File: src/rtl/alu_pkg.sv
`timescale 1ns/1ps
package alu_pkg;
  localparam int OP_W = 4;

  typedef enum logic [OP_W-1:0] {
    OP_ADD = 4'd0,
    OP_SUB = 4'd1,
    OP_AND = 4'd2,
    OP_OR  = 4'd3,
    OP_NOR = 4'd4,
    OP_SLT = 4'd5,
    OP_SHL = 4'd6,
    OP_SHR = 4'd7,
    OP_UPR = 4'd8
  } aluOp_e;

  // Strobes from decode to datapath; at most one pick* is active.
  typedef struct packed {
    logic invertB;
    logic pickSum;
    logic pickAnd;
    logic pickOr;
    logic pickNor;
    logic pickLess;
    logic pickShl;
    logic pickShr;
    logic pickUpper;
  } aluStrobes_t;
endpackage

File: src/rtl/alu_control.sv
`timescale 1ns/1ps
module alu_control
  import alu_pkg::*;
(
  input  logic [OP_W-1:0] opSel,
  output aluStrobes_t     strobes
);
  always_comb begin
    strobes = '0;
    case (opSel)
      OP_ADD: strobes.pickSum = 1'b1;
      OP_SUB: begin strobes.pickSum = 1'b1; strobes.invertB = 1'b1; end
      OP_AND: strobes.pickAnd = 1'b1;
      OP_OR:  strobes.pickOr  = 1'b1;
      OP_NOR: strobes.pickNor = 1'b1;
      OP_SLT: begin strobes.pickLess = 1'b1; strobes.invertB = 1'b1; end
      OP_SHL: strobes.pickShl = 1'b1;
      OP_SHR: strobes.pickShr = 1'b1;
      OP_UPR: strobes.pickUpper = 1'b1;
      default: strobes = '0;
    endcase
  end

  // unused codes select nothing; decoded codes select exactly one source
  always_comb begin
    assert_one_source_R9: assert ($onehot0({strobes.pickSum, strobes.pickAnd, strobes.pickOr,
        strobes.pickNor, strobes.pickLess, strobes.pickShl, strobes.pickShr, strobes.pickUpper}));
  end
endmodule

File: src/rtl/alu_datapath.sv
`timescale 1ns/1ps
module alu_datapath
  import alu_pkg::*;
#(
  parameter int DATA_W  = 32,
  parameter int SHAMT_W = $clog2(DATA_W)
) (
  input  logic [DATA_W-1:0]  opA,
  input  logic [DATA_W-1:0]  opB,
  input  logic [SHAMT_W-1:0] shiftBy,
  input  aluStrobes_t        strobes,
  output logic [DATA_W-1:0]  aluOut,
  output logic               isZero
);
  localparam int MSB  = DATA_W - 1;
  localparam int HALF = DATA_W / 2;

  // Shared adder: subtract and compare use A + ~B + 1
  logic [DATA_W-1:0] bEff, sum;
  logic overflow, lessThan;
  assign bEff     = opB ^ {DATA_W{strobes.invertB}};
  assign sum      = opA + bEff + DATA_W'(strobes.invertB);
  assign overflow = (opA[MSB] == bEff[MSB]) && (sum[MSB] != opA[MSB]);
  assign lessThan = sum[MSB] ^ overflow;

  // Logarithmic shifters, one stage per shift-count bit
  logic [DATA_W-1:0] lStage [0:SHAMT_W];
  logic [DATA_W-1:0] rStage [0:SHAMT_W];
  assign lStage[0] = opB;
  assign rStage[0] = opB;
  for (genvar g = 0; g < SHAMT_W; g++) begin : gShift
    assign lStage[g+1] = shiftBy[g] ? (lStage[g] << (2**g)) : lStage[g];
    assign rStage[g+1] = shiftBy[g] ? (rStage[g] >> (2**g)) : rStage[g];
  end

  logic [DATA_W-1:0] upperWord;
  assign upperWord = {opB[HALF-1:0], {HALF{1'b0}}};

  // AND-OR selector: an unselected term contributes zero
  always_comb begin
    aluOut = ({DATA_W{strobes.pickSum}}   & sum)
           | ({DATA_W{strobes.pickAnd}}   & (opA & opB))
           | ({DATA_W{strobes.pickOr}}    & (opA | opB))
           | ({DATA_W{strobes.pickNor}}   & ~(opA | opB))
           | ({DATA_W{strobes.pickLess}}  & DATA_W'(lessThan))
           | ({DATA_W{strobes.pickShl}}   & lStage[SHAMT_W])
           | ({DATA_W{strobes.pickShr}}   & rStage[SHAMT_W])
           | ({DATA_W{strobes.pickUpper}} & upperWord);
  end
  assign isZero = (aluOut == '0);

  // a compare never produces a value above one
  always_comb begin
    if (strobes.pickLess) assert_slt_word_R4: assert (aluOut[MSB:1] == '0);
  end
endmodule

File: src/rtl/int_alu.sv
`timescale 1ns/1ps
module int_alu
  import alu_pkg::*;
#(
  parameter int DATA_W  = 32,
  parameter int SHAMT_W = $clog2(DATA_W)
) (
  input  logic                clk,
  input  logic                rstN,
  input  logic [OP_W-1:0]     opSel,
  input  logic [DATA_W-1:0]   operandA,
  input  logic [DATA_W-1:0]   operandB,
  input  logic [SHAMT_W-1:0]  shamt,
  output logic [DATA_W-1:0]   result,
  output logic                zero
);
  localparam int HALF = DATA_W / 2;

  aluStrobes_t strobes;
  logic [DATA_W-1:0] aluOut;
  logic isZero;

  alu_control u_control (.opSel(opSel), .strobes(strobes));

  alu_datapath #(.DATA_W(DATA_W), .SHAMT_W(SHAMT_W)) u_datapath (
    .opA(operandA), .opB(operandB), .shiftBy(shamt),
    .strobes(strobes), .aluOut(aluOut), .isZero(isZero)
  );

  always_ff @(posedge clk or negedge rstN) begin
    if (!rstN) begin
      result <= '0;
      zero   <= 1'b1;
    end else begin
      result <= aluOut;
      zero   <= isZero;
    end
  end

  // Marks that the output register holds a computed value
  logic primed;
  always_ff @(posedge clk or negedge rstN) begin
    if (!rstN) primed <= 1'b0;
    else       primed <= 1'b1;
  end

  assert_zero_flag_R8: assert property (@(posedge clk) disable iff (!rstN)
    zero == (result == '0));

  assert_add_R1: assert property (@(posedge clk) disable iff (!rstN)
    (primed && $past(opSel) == OP_ADD) |-> result == $past(operandA) + $past(operandB));

  assert_sub_R2: assert property (@(posedge clk) disable iff (!rstN)
    (primed && $past(opSel) == OP_SUB) |-> result == $past(operandA) - $past(operandB));

  assert_upper_low_R7: assert property (@(posedge clk) disable iff (!rstN)
    (primed && $past(opSel) == OP_UPR) |-> result[HALF-1:0] == '0);

  assert_unused_zero_R9: assert property (@(posedge clk) disable iff (!rstN)
    (primed && $past(opSel) > OP_UPR) |-> (result == '0 && zero));
endmodule

File: config.mk
export PLATFORM = sky130hd
export DESIGN_NAME = int_alu
export DESIGN_NICKNAME = d
export VERILOG_FILES = /design/src/rtl/alu_pkg.sv /design/src/rtl/alu_control.sv /design/src/rtl/alu_datapath.sv /design/src/rtl/int_alu.sv
export SDC_FILE = /design/constraint.sdc
export NUM_CORES = 1
export LEC_CHECK = 0
export ABC_AREA = 1
export BUFFER_PORTS_ARGS = -buffer_cell sky130_fd_sc_hd__buf_4
export CORE_UTILIZATION = 55
export CTS_CLUSTER_SIZE = 14
export DETAILED_ROUTE_END_ITERATION = 16
export PLACE_DENSITY = 0.8
export RECOVER_POWER = 25
export SYNTH_ARGS = -nofsm -noshare
export SYNTH_HDL_FRONTEND = slang
export SYNTH_HIERARCHICAL = 1
export SYNTH_SLANG_ARGS = --single-unit
File: constraint.sdc
create_clock -name clk -period 0.8 [get_ports clk]
set_clock_uncertainty 0.05 [all_clocks]
set_input_delay 0.16 -clock clk [delete_from_list [all_inputs] [get_ports clk]]
set_output_delay 0.16 -clock clk [all_outputs]
set_load 0.05 [all_outputs]
==> results_dict.tcl, run 1 <==
set metrics [dict create \
    grt_first_pass_wirelength_um 82400 \
    tool.error "[ERROR GRT-0116] Global routing finished with congestion. Check the congestion regions in the DRC Viewer." \
    grt_pass1_vias 14886 \
    synth.distinct_cells 49 \
    gp_congestion 1.17 \
    postPlaceCellArea_mm2 0.0115 \
    syn-num-nets 1676 \
    cts-root-buf "clkbuf_16" \
    outcome.stop_stage "global routing" \
    synth_top_cell_area_share_pct 24.5 \
    syn_avg_cell_area_um2 5.24 \
    hpwl_um 33000 \
    ys_top_cells_by_area "nand3_1 (25%), nand2_1 (20%), dfrtp_1 (9.8%), nor2_1 (8.0%), inv_1 (6.5%)" \
    io_pins 108 \
    grt_max_degree 35 \
    grt-ovfl-total 99 \
    chipWidth_um 124 \
    grtUsageTotal_pct 70.7 \
    numCtsBuffers 5 \
    synth_edf_count 0 \
    yosysWarningCount 6 \
    ys.flop_type "dfrtp_1" \
    htreeDepth 2 \
    synth_area_leader_cell "nand3_1" \
    syn_area_mm2 0.00821 \
    synth_seq_cells 33 \
    initial_core_util_pct 56.5 \
    num_rows 44 \
    place_ws_ps -2360 \
    die_h_um 124 \
    cts_max_path_buffers 2 \
    numPortBuffers 107 \
    seq_area_frac_synth_pct 10.1 \
    async_reset_ff_share_pct 100 \
    cts_sinks 33 \
    synth_cells 1565 \
    outcome "aborted with a tool error" \
]
-- layer usage --
layer | track usage (%) | GRT overflow
met1 | 72.3 | 1
met2 | 92.8 | 67
met3 | 47.4 | 1
met4 | 68.8 | 29
met5 | 15.6 | 1
-- through the flow --
step / cells / util [%]
after floorplan: 1565 / -
after global placement: 2086 / 79.0
after detailed placement: 2086 / 79.0
after CTS: 2115 / 87.4
-- cell families after synthesis --
logic type	after synthesis	share of synthesized area, %
DFF	33	10.1
buffers and inverters	228	11.9
AOI/OAI and AO/OA	120	8.65
xor gates and xnor gates	32	3.42
adders and majority gates	36	5.58
and+or+nand+nor	1116	60.3
-- timing repair --
action,4_1_cts
setup buffers,23
endpoints found under the hold margin,32
resized for setup,188
hold buffers,1
pin swaps,52
setup endpoints to repair,66
gates cloned,1
-- synthesized netlist by cell type (5+ instances only) --
master	number
buf_2	19
inv_1	143
a31oi_1	5
o21ai_0	48
inv_2	5
a21oi_1	31
ha_1	35
nand2_1	447
o21ai_1	6
nand3b_1	6
a32oi_1	5
nand4_1	16
and2_1	10
nand3_1	402
buf_4	5
dfrtp_1	32
buf_6	9
clkbuf_1	37
nand3_2	7
nor2_1	175
nand2_2	18
xor2_1	29
nor3_1	20
==> run 2, diff against run 1 <==
- CORE_UTILIZATION: 55 -> 40
- CTS_CLUSTER_SIZE: 14 -> unset
- PLACE_DENSITY: 0.8 -> unset
- PLACE_DENSITY_LB_ADDON: unset -> 0.15
- clock period: 0.8 -> 1 ns (I/O delays scaled with it)
==> results_dict.tcl, run 2 <==
set metrics [dict create \
    outcome "complete, but fails checks" \
    violations "design-rule violations, negative setup slack" \
    layout-drive-gt1-share_pct 40.9 \
    initialDrtViolationCount 1544 \
    n_antenna_cell 0 \
    final_cell_mix "buf_4 (433), nand3_1 (361), nand2_1 (349)" \
    top_regs "result: 32 flops, zero: 1 flops" \
    rsz0062_at_grt "true" \
    cp.required_ps 1170 \
    cts_max_path_buffers 2 \
    antenna_found_initial 2 \
    vias_per_cell 5.82 \
    cts-root-buf "clkbuf_16" \
    startpoint_type "input port" \
    numCtsBuffers 5 \
    htreeDepth 2 \
    grt_max_degree 41 \
    cts_tree "yes" \
    worst_pin_slew_ps 456 \
    largest-register "result" \
    grtUsageTotal_pct 43.4 \
    synthToLayoutAreaGrowth_pct 72.3 \
    yosysWarningCount 6 \
    io_pins 108 \
    synth.distinct_cells 49 \
    syn_area_mm2 0.00821 \
    postPlaceCellArea_mm2 0.0121 \
    powerDensity_mw_per_mm2 886 \
    cap_violations 0 \
    async_reset_ff_share_pct 100 \
    hold_class "input port to asynchronous set/reset pin" \
    first_pass_iters 12 \
    num_vias 13371 \
    seq_area_frac_synth_pct 10.1 \
    ant_nets 0 \
    slew_violations 0 \
    synth_cells 1565 \
    cts_sinks 33 \
    largest_reg_flops 32 \
    syn_avg_cell_area_um2 5.24 \
    cp_max_fo 8 \
    period_minus_slack_ps 2920 \
    fp.dieArea_mm2 0.0211 \
    avgRoutedWirePerCell_um 21.2 \
    synth_edf_count 0 \
    max_slew_margin_pct 69.6 \
    leakage_nw 7.31 \
    syn-num-nets 1676 \
    worst_slack_ps -1920 \
    grt-ovfl-total 0 \
    grt_pass1_vias 12660 \
    hpwl_um 37200 \
    cp-end-kind "flip-flop" \
    grt_first_pass_wirelength_um 70400 \
    finalCritPeriodShare_pct 292 \
    utilization_pct 70.1 \
    final_net_count 2137 \
    path_clk_slew_ps 60 \
    synth_area_leader_cell "nand3_1" \
    numPortBuffers 107 \
    synth_commonest_cells "nand2_1 (447), nand3_1 (402), nor2_1 (175)" \
    ys.flop_type "dfrtp_1" \
    whs_ps 391 \
    final_common_cell "buf_4" \
    cp.arrival_ps 3090 \
    die_h_um 145 \
    synth_top_cell_area_share_pct 24.5 \
    gp_congestion 1.09 \
    fmax_mhz 342 \
    final_area_mm2 0.0141 \
    num_rows 52 \
    chipWidth_um 145 \
    wl_um 48600 \
    coreArea_mm2 0.0202 \
    drc 2 \
    setup_viol 66 \
    initial_core_util_pct 40.7 \
    synth_most_common_cell "nand2_1" \
    synth_seq_cells 33 \
    finalHoldViolations 0 \
    path_class "input port to flip-flop" \
    ys_top_cells_by_area "nand3_1 (25%), nand2_1 (20%), dfrtp_1 (9.8%), nor2_1 (8.0%), inv_1 (6.5%)" \
    ir_drop_mv 0.791 \
]
==> run 2: cell counts after synthesis <==
Identical to the previous run, type by type.
==> run 2: per-layer routing <==
layer  GRT usage, %  vias up  wire length [um]
met2           73.5      882             22300
met4           20.8        0              3480
met1           54.5     6133             17900
met5              0        -                 0
met3           5.13      256              4870
li1               -     6100                 -
==> run 2: through the flow <==
step           setup TNS [ps]  worst slack [ps]  power [W]  instances
2_1_floorplan          -34010             -1380    0.00536       1565
3_3_place_gp           -58180             -2310    0.00896       2249
3_5_place_dp           -59170             -2390    0.00901       2249
4_1_cts                -48060             -1740     0.0115       2286
5_1_grt                -55470             -2000     0.0131       2297
6_report               -52610             -1920     0.0125       2297
==> run 2: final cells by class <==
| class | count | area [um2] |
|---|---|---|
| Tap cell | 270 | 338 |
| Inverter | 153 | 597 |
| Clock inverter | 1 | 5.00 |
| Sequential cell | 33 | 827 |
| Multi-Input combinational cell | 1304 | 7750 |
| Timing Repair Buffer | 529 | 4490 |
| Fill cell | 1768 | 6030 |
| Clock buffer | 7 | 133 |
==> run 2: path summary, 6_finish.rpt <==
check,endpoint,from,cells past startpoint
worst max-delay path,zero$_DFF_PN1_,opSel[1],24
worst min-delay path,result[21]$_DFF_PN0_,rstN,2
max in group asynchronous,zero$_DFF_PN1_,rstN,2
min in group clk,zero$_DFF_PN1_,operandA[31],8
==> run 2: critical path: stages <==
cell and delay, ps:
buf_12 110, inv_12 40, nand2_4 50, nor2_4 200, buf_12 180, buf_12 150, xor2_1 220, buf_4 210
ha_4 220, nand2_1 120, inv_1 80, nand2_1 100, inv_1 70, nand2_1 80, nand2_2 80, a21oi_2 200
nand3_1 120, nand3_2 110, nand2_1 80, inv_1 70, nand2_1 100, nor2_1 110, nand3_1 70, nor2_1 100
==> run 2: cells by family after synthesis <==
| kind of cell | share of synthesized area, % |
|---|---|
| AND/OR/NAND/NOR | 60.3 |
| buffers and inverters | 11.9 |
| AO/OA/AOI/OAI | 8.65 |
| adder cells (fa/ha/maj) | 5.58 |
| flip-flops | 10.1 |
| XOR/XNOR | 3.42 |
==> run 2: what timing repair did <==
action                     4_1_cts  5_1_grt
setup endpoints to repair       66       66
gates resized for setup        255      119
hold buffers                     1        0
setup buffers                   32       11
cloned                           1        0
hold endpoints to repair        32        0
pin swaps                       97       61
==> run 2: power by group <==
| part | internal, W | total, W | switching [W] |
|---|---|---|---|
| combinational | 0.00408 | 0.00950 | 0.00542 |
| sequential | 0.00149 | 0.00157 | 0.0000781 |
| clock | 0.000919 | 0.00147 | 0.000547 |
No activity file was read; power rests on OpenSTA's default activity.
